## src/rtl/irqc_pkg.sv

```systemverilog
package irqc_pkg;
  typedef struct packed {
    logic flagWr;
    logic enWr;
    logic enSetMode;
    logic showEn;
  } irqcStrobes_t;
endpackage

```

## src/rtl/irqc_ctrl.sv

```systemverilog
module irqc_ctrl
  import irqc_pkg::*;
(
  input  logic         busSel,
  input  logic         busWrite,
  input  logic         busRegSel,
  input  logic         modeBit,
  output irqcStrobes_t strb
);
  logic wrAccess;
  assign wrAccess = busSel & busWrite;

  always_comb begin
    strb.flagWr    = wrAccess & ~busRegSel;
    strb.enWr      = wrAccess & busRegSel;
    strb.enSetMode = modeBit;
    strb.showEn    = busRegSel;
  end
endmodule

```

## src/rtl/irqc_flag_cell.sv

```systemverilog
module irqc_flag_cell (
  input  logic clk,
  input  logic rstN,
  input  logic setPulse,
  input  logic clrReq,
  output logic flagQ
);
  // the set term is applied after the clear, so an event is never lost
  always_ff @(posedge clk) begin
    if (!rstN) flagQ <= 1'b0;
    else       flagQ <= setPulse | (flagQ & ~clrReq);
  end
endmodule

```

## src/rtl/irqc_datapath.sv

```systemverilog
module irqc_datapath
  import irqc_pkg::*;
#(
  parameter int NUM_SRC = 7,
  localparam int DATA_W = NUM_SRC + 1
) (
  input  logic               clk,
  input  logic               rstN,
  input  irqcStrobes_t       strb,
  input  logic [NUM_SRC-1:0] wrBits,
  input  logic [NUM_SRC-1:0] srcSet,
  input  logic [NUM_SRC-1:0] srcRdClr,
  output logic [NUM_SRC-1:0] flagVec,
  output logic [NUM_SRC-1:0] enVec,
  output logic [DATA_W-1:0]  rdData,
  output logic               irqN
);
  logic [NUM_SRC-1:0] clrVec;
  logic [NUM_SRC-1:0] enNext;
  logic               pending;
  logic               irqAct;

  assign clrVec = (strb.flagWr ? ~wrBits : {NUM_SRC{1'b0}}) | srcRdClr;

  for (genvar i = 0; i < NUM_SRC; i++) begin : g_flag
    irqc_flag_cell u_cell (
      .clk      (clk),
      .rstN     (rstN),
      .setPulse (srcSet[i]),
      .clrReq   (clrVec[i]),
      .flagQ    (flagVec[i])
    );
  end

  always_comb begin
    enNext = enVec;
    if (strb.enWr) begin
      if (strb.enSetMode) enNext = enVec | wrBits;
      else                enNext = enVec & ~wrBits;
    end
  end

  always_ff @(posedge clk) begin
    if (!rstN) enVec <= '0;
    else       enVec <= enNext;
  end

  assign pending = |(flagVec & enVec);

  always_ff @(posedge clk) begin
    if (!rstN) irqAct <= 1'b0;
    else       irqAct <= pending;
  end

  assign irqN   = ~irqAct;
  assign rdData = strb.showEn ? {1'b0, enVec} : {pending, flagVec};
endmodule

```

## src/rtl/irq_flag_ctrl.sv

```systemverilog
module irq_flag_ctrl
  import irqc_pkg::*;
#(
  parameter int NUM_SRC = 7,
  localparam int DATA_W = NUM_SRC + 1
) (
  input  logic               clk,
  input  logic               rstN,
  input  logic               busSel,
  input  logic               busWrite,
  input  logic               busRegSel,
  input  logic [DATA_W-1:0]  busWdata,
  output logic [DATA_W-1:0]  busRdata,
  input  logic [NUM_SRC-1:0] srcSet,
  input  logic [NUM_SRC-1:0] srcRdClr,
  output logic               irqN
);
  irqcStrobes_t       strb;
  logic [NUM_SRC-1:0] flagVec;
  logic [NUM_SRC-1:0] enVec;

  irqc_ctrl u_ctrl (
    .busSel    (busSel),
    .busWrite  (busWrite),
    .busRegSel (busRegSel),
    .modeBit   (busWdata[DATA_W-1]),
    .strb      (strb)
  );

  irqc_datapath #(.NUM_SRC(NUM_SRC)) u_dp (
    .clk      (clk),
    .rstN     (rstN),
    .strb     (strb),
    .wrBits   (busWdata[NUM_SRC-1:0]),
    .srcSet   (srcSet),
    .srcRdClr (srcRdClr),
    .flagVec  (flagVec),
    .enVec    (enVec),
    .rdData   (busRdata),
    .irqN     (irqN)
  );
endmodule

```

## config.mk

```make
export PLATFORM = sky130hd
export DESIGN_NAME = irq_flag_ctrl
export DESIGN_NICKNAME = d
export VERILOG_FILES = /design/src/rtl/irqc_pkg.sv /design/src/rtl/irqc_ctrl.sv /design/src/rtl/irqc_flag_cell.sv /design/src/rtl/irqc_datapath.sv /design/src/rtl/irq_flag_ctrl.sv
export SDC_FILE = /design/constraint.sdc
export NUM_CORES = 1
export LEC_CHECK = 0
export ABC_AREA = 1
export ABC_CLOCK_PERIOD_IN_PS = 900
export BUFFER_PORTS_ARGS = -buffer_cell sky130_fd_sc_hd__buf_2
export CAP_MARGIN = 10
export CORE_MARGIN = 1.5
export CORE_UTILIZATION = 45
export DETAILED_ROUTE_END_ITERATION = 12
export GPL_TIMING_DRIVEN = 1
export HOLD_SLACK_MARGIN = 0.15
export PLACE_DENSITY = 0.82
export SLEW_MARGIN = 20
export SYNTH_ARGS = -nofsm -noshare
export SYNTH_HDL_FRONTEND = slang
export SYNTH_SLANG_ARGS = --single-unit
```

## constraint.sdc

```tcl
create_clock -name clk -period 0.9 [get_ports clk]
set_input_delay 0.135 -clock clk [delete_from_list [all_inputs] [get_ports clk]]
set_output_delay 0.135 -clock clk [all_outputs]
set_load 0.02 [all_outputs]
```

==> reports/metrics.csv, run 1 <==
metric,value,unit
via_per_inst,5.248,
clockBufferDepth,2,
synth_seq_cells,15,
setup_viol,11,
cp_data_required_time,0.76,ns
post_drt_wl_per_cell,15.50,um
synth_cell_types,8,
grt_first_pass_wirelength,3919,um
p_leak,0.7415,nW
syn_area_per_cell,5.759,um2
synthCells,136,
ys.flop_type,dfxtp_1,
die_y,44.72,um
dp.final_hpwl,1599,um
die-area,2000,um2
grt-ovfl-total,0,
clkPwrFrac,25.6,%
cp_max_fo,2,
ys_warn_count,0,
worst_clock_skew,0.004753,ns
yosysSeqAreaShare,38.34,%
whs,0.2067,ns
fin_crit,1.265,ns
p_comb_share,28.0,%
p_sw_share,30.70,%
vias,1144,
htreeDepth,1,
synth_area,783.3,um2
globalplace.congestion,0.7826,
cts_tree,yes,
internal_power,1.083,mW
grt_usage,27.28,%
status,"complete, but fails checks",
numCtsBuffers,3,
io_pins,36,
core-area,1559,um2
setup_slack,-0.3649,ns
synth.most_common_cell,nand2_1,
layout.nets,230,
syn_to_final_growth,79.87,%
cellPowerDensity,1110,nW/um2
synth.top_cell.area_share,38.34,%
insertion_delay,0.29,ns
worst_pin_slew,0.3389,ns
grt_start_max_net_pins,9,
layout-drive-gt1-share,44.06,%
relSlewSlack,77.38,%
firstDrtPassIters,8,
preCtsSetupSlack,-0.03530,ns
setup.worst_path.class,reg -> out,
cp-end-kind,output port,
antenna-diode-count,0,
synth_top_area_cell,dfxtp_1,
hold_class,in -> reg,
cp-start-kind,flop,
yosys-top-cells-count,"nand2_1, nor2_1, inv_1",
io_buffers,35,
maxSlewViolCount,0,
antenna_found_initial,0,
synth_area_leaders,"dfxtp_1, nand2_1, nor2_1, inv_1, a21oi_1",
die_width,44.72,um
grt_pass1_vias,980,
rows,14,
synthArstFlopShare,0,%
rsz0062_at_grt,true,
finalCritPeriodShare,140.5,%
clk_pin_slew,0.09,ns
drc,2,
ir_worst_vdd,0.001094,V
report.final.hold_viol_count,0,
net-switching-power,479.9,uW
initial_core_util,50.24,%
fmax,790.5,MHz
drt_iter0_drc,63,
violations,"design-rule violations, negative setup slack",
drtAntennaViolNets,0,
arrival,1.13,ns
max_cap_violations,0,
syn-num-nets,163,
routed_wirelength,3379,um
seqPwrFrac,46.4,%
root_buffer,clkbuf_4,
cts_sinks,15,
synth-edff-count,0,
-- through the flow --
step                      std cells  utilization, %  power (mW)   TNS, ns  cell area, um2
after floorplan                 136               -      0.8792         0           787.0
after global placement          196           67.66       1.005  -0.02142            1055
after detailed placement        196           67.66       1.016  -0.03530            1055
after CTS                       216           83.39       1.475    -1.850            1300
after global routing            218           90.37       1.627    -2.622            1409
final                           218           90.37       1.563    -2.184            1409
-- final timing paths --
check | from | to | slack, ns | cells past startpoint
max reg2reg | u_dp.g_flag[6].u_cell.flagQ | u_dp.g_flag[6].u_cell.flagQ | 0.02 | 4
min reg2reg | flop | flop | 0.60 | 3
min | busWdata[3] | u_dp.g_flag[3].u_cell.flagQ | 0.21 | 5
max | u_dp.g_flag[1].u_cell.flagQ | busRdata[7] | -0.36 | 5
-- critical path, stage by stage, from the launching register on --
cell     delay [ns]
dfxtp_1        0.37
nand2_1        0.07
nand2_1        0.08
nor2_2         0.05
a21oi_2        0.15
buf_6          0.13
-- per-layer routing --
metal  up-vias  global-route usage, %  part of all wire, %
li1        533                      -                    -
met5         -                      0                    0
met2        73                  47.83                   50
met1       528                  32.75                   39
met4         0                  12.73                  2.5
met3        10                  3.600                  8.7
-- placed cells by master (no fill, tap or decap), drive strengths merged --
cell and n:
dfxtp 15, nor2 31, buf 50, nand3 1, nand2 46, clkbuf 4, a21oi 9, inv 25
o21ai 7, dlygate4sd3 14
-- kinds of logic (layout without fill, tap and decap cells) --
group,count (synthesis),in the layout,share of synthesized area [%]
buffers and inverters,27,93,13.26
flip-flops,15,15,38.34
AND/OR/NAND/NOR,78,78,38.18
AO/OA/AOI/OAI,16,16,10.22
-- area by class of cell --
class | instances | area (um2)
inverters | 25 | 93.84
clock buffers | 4 | 26.28
multi-input cells | 94 | 455.4
fillers | 68 | 150.1
well taps | 16 | 20.02
repair buffers | 64 | 498.0
flip-flops and latches | 15 | 315.3
-- power groups by stage --
stage	clock network [mW]	registers [mW]	logic [mW]
4_1_cts	0.394	0.717	0.363
3_5_place_dp	0	0.729	0.288
6_report	0.400	0.725	0.438
5_1_grt	0.436	0.728	0.463
3_3_place_gp	0	0.727	0.278
2_1_floorplan	0	0.726	0.153
-- what timing repair did --
action                     4_1_cts  5_1_grt
resized for setup               26       34
setup buffers                    2        5
setup endpoints to repair        9       13
hold buffers                    14        0
pin swaps                        0        7
hold endpoints to repair         7        0
gates cloned                     0        0
Power figures use the tool's default switching activity.
==> inputs of run 2 (changes only) <==
SKIP_CTS_REPAIR_TIMING = 1   (was default)
==> run 2 against run 1 <==
- the run still ends with design-rule violations, negative setup slack left
- cell count is 1.8% lower
- non-clock buffer count is 4 lower
- register-to-register slack better by 0.05 ns
- via count is 9.3% lower
- first-iteration DRC count is 60% lower
==> reports/metrics.csv, run 2 (synthesized netlist as in run 1, its figures left out) <==
metric,value,unit,change
cts_tree,yes,,unchanged
fin_tns_setup,-1.931,ns,was -2.184 ns
grt_usage,23.49,%,was 27.28%
max_cap_violations,0,,unchanged
ir_worst_vdd,0.001028,V,was 0.001094 V
io_pins,36,,unchanged
cp-end-kind,output port,,unchanged
hold_class,in -> reg,,unchanged
htreeDepth,1,,unchanged
rsz0062_at_grt,true,,unchanged
antenna_found_initial,0,,unchanged
whs,0.09562,ns,was 0.2067 ns
dp.final_hpwl,1599,um,unchanged
fmax,800.2,MHz,was 790.5 MHz
rr_endpoint,u_dp.g_flag[4].u_cell.flagQ,,was u_dp.g_flag[6].u_cell.flagQ
dp.cells,196,,unchanged
antenna-diode-count,0,,unchanged
layout.nets,226,,was 230
setup_slack,-0.3497,ns,was -0.3649 ns
arrival,1.11,ns,was 1.13 ns
min_to,u_dp.g_flag[3].u_cell.flagQ,,unchanged
rows,14,,unchanged
preCtsSetupSlack,-0.03530,ns,unchanged
numCtsBuffers,3,,unchanged
clockBufferDepth,2,,unchanged
die_y,44.72,um,unchanged
final_cell_mix,"nand2_1, nor2_1, buf_2",,unchanged
layout-drive-gt1-share,40.40,%,was 44.06%
worst_pin_slew,0.2776,ns,was 0.3389 ns
fin_util,84.35,%,was 90.37%
maxSlewViolCount,0,,unchanged
placed_cell_area,1055,um2,unchanged
clk_pin_slew,0.09,ns,about the same
fin_area,1315,um2,was 1409 um2
routed_wirelength,2514,um,was 3379 um
syn_to_final_growth,67.89,%,was 79.87%
cts_sinks,15,,unchanged
grt_first_pass_wirelength,3360,um,was 3919 um
die_width,44.72,um,unchanged
vias,1038,,was 1144
layout.cells.non_filler,214,,was 218
relSlewSlack,81.47,%,was 77.38%
cp-start-kind,flop,,unchanged
core-area,1559,um2,unchanged
power,1.497,mW,was 1.563 mW
root_buffer,clkbuf_4,,unchanged
grt_start_max_net_pins,9,,unchanged
grt_pass1_vias,861,,was 980
drt_iter0_drc,25,,was 63
setup_viol,10,,was 11
p_leak,0.6977,nW,was 0.7415 nW
io_buffers,35,,unchanged
drc,2,,unchanged
fin_crit,1.250,ns,was 1.265 ns
hp-start,srcRdClr[3],,was busWdata[3]
firstDrtPassIters,8,,unchanged
reg2reg_slack,0.07,ns,was 0.02 ns
cp_max_fo,2,,unchanged
finalCritPeriodShare,138.9,%,was 140.5%
hold_depth,4,,was 5
drtAntennaViolNets,0,,unchanged
post_drt_wl_per_cell,11.75,um,was 15.50 um
ff2ff_path_depth,4,,unchanged
cp_data_required_time,0.76,ns,about the same
grt-ovfl-total,0,,unchanged
cellPowerDensity,1139,nW/um2,was 1110 nW/um2
setup.worst_path.class,reg -> out,,unchanged
status,"complete, but fails checks",,unchanged
violations,"design-rule violations, negative setup slack",,unchanged
die-area,2000,um2,unchanged
final_common_cell,nand2_1,,unchanged
initial_core_util,50.24,%,unchanged
r2r-start,u_dp.g_flag[4].u_cell.flagQ,,was u_dp.g_flag[6].u_cell.flagQ
via_per_inst,4.850,,was 5.248
worst_clock_skew,0.003555,ns,was 0.004753 ns
globalplace.congestion,0.7826,,unchanged
insertion_delay,0.29,ns,about the same
report.final.hold_viol_count,0,,unchanged
[run 2: changes by cell type in the layout (fill, tap and decap cells not counted), sizes merged]
cell	before	now
dlygate4sd3	14	12
buf	50	48
[run 2: how the worst max path moves through the flow]
stage	from	to	slack (ns)	cells past startpoint
floorplan	flop	busRdata[7]	0.05	4
global placement	u_dp.g_flag[0].u_cell.flagQ	busRdata[7]	-0.02	5
detailed placement	u_dp.g_flag[0].u_cell.flagQ	busRdata[7]	-0.04	5
CTS	u_dp.g_flag[0].u_cell.flagQ	busRdata[7]	-0.35	5
global route	flop	busRdata[7]	-0.40	5
finish	flop	busRdata[7]	-0.35	5
[run 2: final cells by class]
cell class	count	area, um2
Clock buffer	4	26.28
Multi-Input combinational cell	94	415.4
Fill cell	96	244.0
Inverter	25	93.84
Tap cell	16	20.02
Sequential cell	15	317.8
Timing Repair Buffer	60	441.7
[run 2: per-layer routing]
layer	track usage, %	up-vias	share of wire, %	wire [um]
met5	0	-	0	0
met4	12.73	0	3.8	96
met3	3.600	10	7.2	181
met2	40.58	54	50	1260
met1	27.68	449	39	976
li1	-	525	-	-
[run 2: critical path, cell delays in order, from the launching register on]
cell,delay [ns]
dfxtp_2,0.33
nand2_1,0.06
inv_1,0.06
nor2_2,0.16
a21oi_2,0.08
buf_6,0.13
[run 2: power by group]
| part | internal (mW) | switching (mW) |
|---|---|---|
| registers | 0.703 | 0.0201 |
| logic | 0.188 | 0.188 |
| clock network | 0.172 | 0.227 |
==> inputs of run 3 (changes only) <==
CORE_ASPECT_RATIO = 0.8   (was default)
==> run 3 against run 2 <==
- the flow finishes with violations (negative setup slack)
- clock power about the same
- combinational power is 3% higher
- maximum frequency fell by 0.85%
- sequential power about the same
- sequential cell count unchanged
- sequential share of layout area shrank 0.67 points
- design area up 2.9%
- global-route usage fell by 1.1 points
- setup slack worse by 0.011 ns
- critical path type unchanged
- largest power group unchanged
==> reports/metrics.csv, run 3 (synthesized netlist as in run 1, its figures left out) <==
metric,value,unit,change
grt_pass1_vias,790,,was 861
numCtsBuffers,3,,unchanged
violations,negative setup slack,,"was design-rule violations, negative setup slack"
fmax,793.4,MHz,was 800.2 MHz
power,1.505,mW,was 1.497 mW
setup_viol,9,,was 10
drc,0,,was 2
post_drt_wl_per_cell,10.96,um,was 11.75 um
seqCellArea,317.8,um2,unchanged
fin_tns_setup,-1.921,ns,was -1.931 ns
setup.worst_path.class,reg -> out,,unchanged
setup_slack,-0.3604,ns,was -0.3497 ns
hold_class,in -> reg,,unchanged
drtAntennaViolNets,0,,unchanged
cp_data_required_time,0.76,ns,about the same
whs,0.09656,ns,was 0.09562 ns
core-area,1627,um2,was 1559 um2
slowest_delay,0.35,ns,was 0.33 ns
layout-drive-gt1-share,44.44,%,was 40.40%
path_cells,nand2_1 > nand2_2 > nor2_4 > a21oi_2 > buf_4,,was nand2_1 > inv_1 > nor2_2 > a21oi_2 > buf_6
worst_pin_slew,0.2981,ns,was 0.2776 ns
worst_clock_skew,0.01171,ns,was 0.003555 ns
vias,1009,,was 1038
initial_core_util,48.15,%,was 50.24%
globalplace.congestion,0.8046,,was 0.7826
firstDrtPassIters,4,,was 8
io_buffers,35,,unchanged
cp-end-kind,output port,,unchanged
antenna-diode-count,0,,unchanged
drt_iter0_drc,22,,was 25
cp_max_fo,2,,unchanged
syn_to_final_growth,72.68,%,was 67.89%
clk_pin_slew,0.10,ns,was 0.09 ns
max_cap_violations,0,,unchanged
maxSlewViolCount,0,,unchanged
cts_sinks,15,,unchanged
p_leak,0.7100,nW,was 0.6977 nW
ir_worst_vdd,0.0008563,V,was 0.001028 V
critPathSlowestCell,dfxtp_2,,unchanged
finalCritPeriodShare,140.0,%,was 138.9%
die_y,40.32,um,was 44.72 um
root_buffer,clkbuf_4,,unchanged
cp-start-kind,flop,,unchanged
fin_crit,1.260,ns,was 1.250 ns
multiInputGateArea,439.2,um2,was 415.4 um2
insertion_delay,0.29,ns,about the same
preCtsSetupSlack,-0.03534,ns,was -0.03530 ns
io_pins,36,,unchanged
cellPowerDensity,1113,nW/um2,was 1139 nW/um2
clockBufferDepth,2,,unchanged
routed_wirelength,2411,um,was 2514 um
layout.nets,226,,unchanged
antenna_found_initial,0,,unchanged
grt_usage,22.44,%,was 23.49%
die-area,2001,um2,was 2000 um2
rsz0062_at_grt,true,,unchanged
final_cell_mix,"nand2_1, nor2_1, buf_2",,unchanged
rows,13,,was 14
die_width,49.65,um,was 44.72 um
cts_tree,yes,,unchanged
status,"complete, but fails checks",,unchanged
n_fill_cell,108,,was 96
arrival,1.13,ns,was 1.11 ns
report.final.hold_viol_count,0,,unchanged
final_common_cell,nand2_1,,unchanged
grt-ovfl-total,0,,unchanged
via_per_inst,4.586,,was 4.850
grt_first_pass_wirelength,3215,um,was 3360 um
relSlewSlack,80.11,%,was 81.47%
grt_start_max_net_pins,10,,was 9
htreeDepth,1,,unchanged
dp.final_hpwl,1539,um,was 1599 um
-- run 3: layout make-up --
cell class | instances | share of cell area [%]
clock buffer | 3 | 1.665
clock inverter | 1 | 0.3700
inverter | 25 | 6.938
multi-input combinational | 94 | 32.47
sequential | 15 | 23.50
tap | 22 | 2.035
timing repair buffer | 60 | 33.02
-- run 3: final timing paths --
| kind | cells past startpoint | start | slack (ns) | end |
|---|---|---|---|---|
| hold reg to reg | 4 | u_dp.g_flag[2].u_cell.flagQ | 0.56 | u_dp.g_flag[2].u_cell.flagQ |
| hold / removal | 4 | srcRdClr[4] | 0.1 | u_dp.g_flag[4].u_cell.flagQ |
| setup / recovery | 5 | flop | -0.36 | busRdata[7] |
| setup reg to reg | 4 | flop | 0.10 | flop |
-- run 3: layer usage --
layer | vias to the layer above | track usage (%) | routed length, um
li1 | 525 | - | -
met1 | 444 | 26.70 | 1065
met2 | 36 | 40.67 | 1213
met3 | 4 | 4.478 | 111
met4 | 0 | 10.42 | 21
met5 | - | 0 | 0
-- run 3: power by group --
part           internal (mW)  switching (mW)
clock                  0.165           0.231
combinational          0.193           0.192
sequential             0.703          0.0212
-- run 3: worst max-delay path: cells and delay by family, from the launching register on --
family / cells / cell delay, ns
compound gates: 1 / 0.13
flops: 1 / 0.35
buf+inv: 1 / 0.15
simple gates: 3 / 0.21
-- run 3: per-stage QoR --
stage | cell area [um2] | instances | utilization, %
2_1_floorplan | 787.0 | 136 | -
3_3_place_gp | 1077 | 204 | 66.23
3_5_place_dp | 1077 | 204 | 66.23
4_1_cts | 1105 | 208 | 67.92
5_1_grt | 1353 | 220 | 83.15
6_report | 1353 | 220 | 83.15
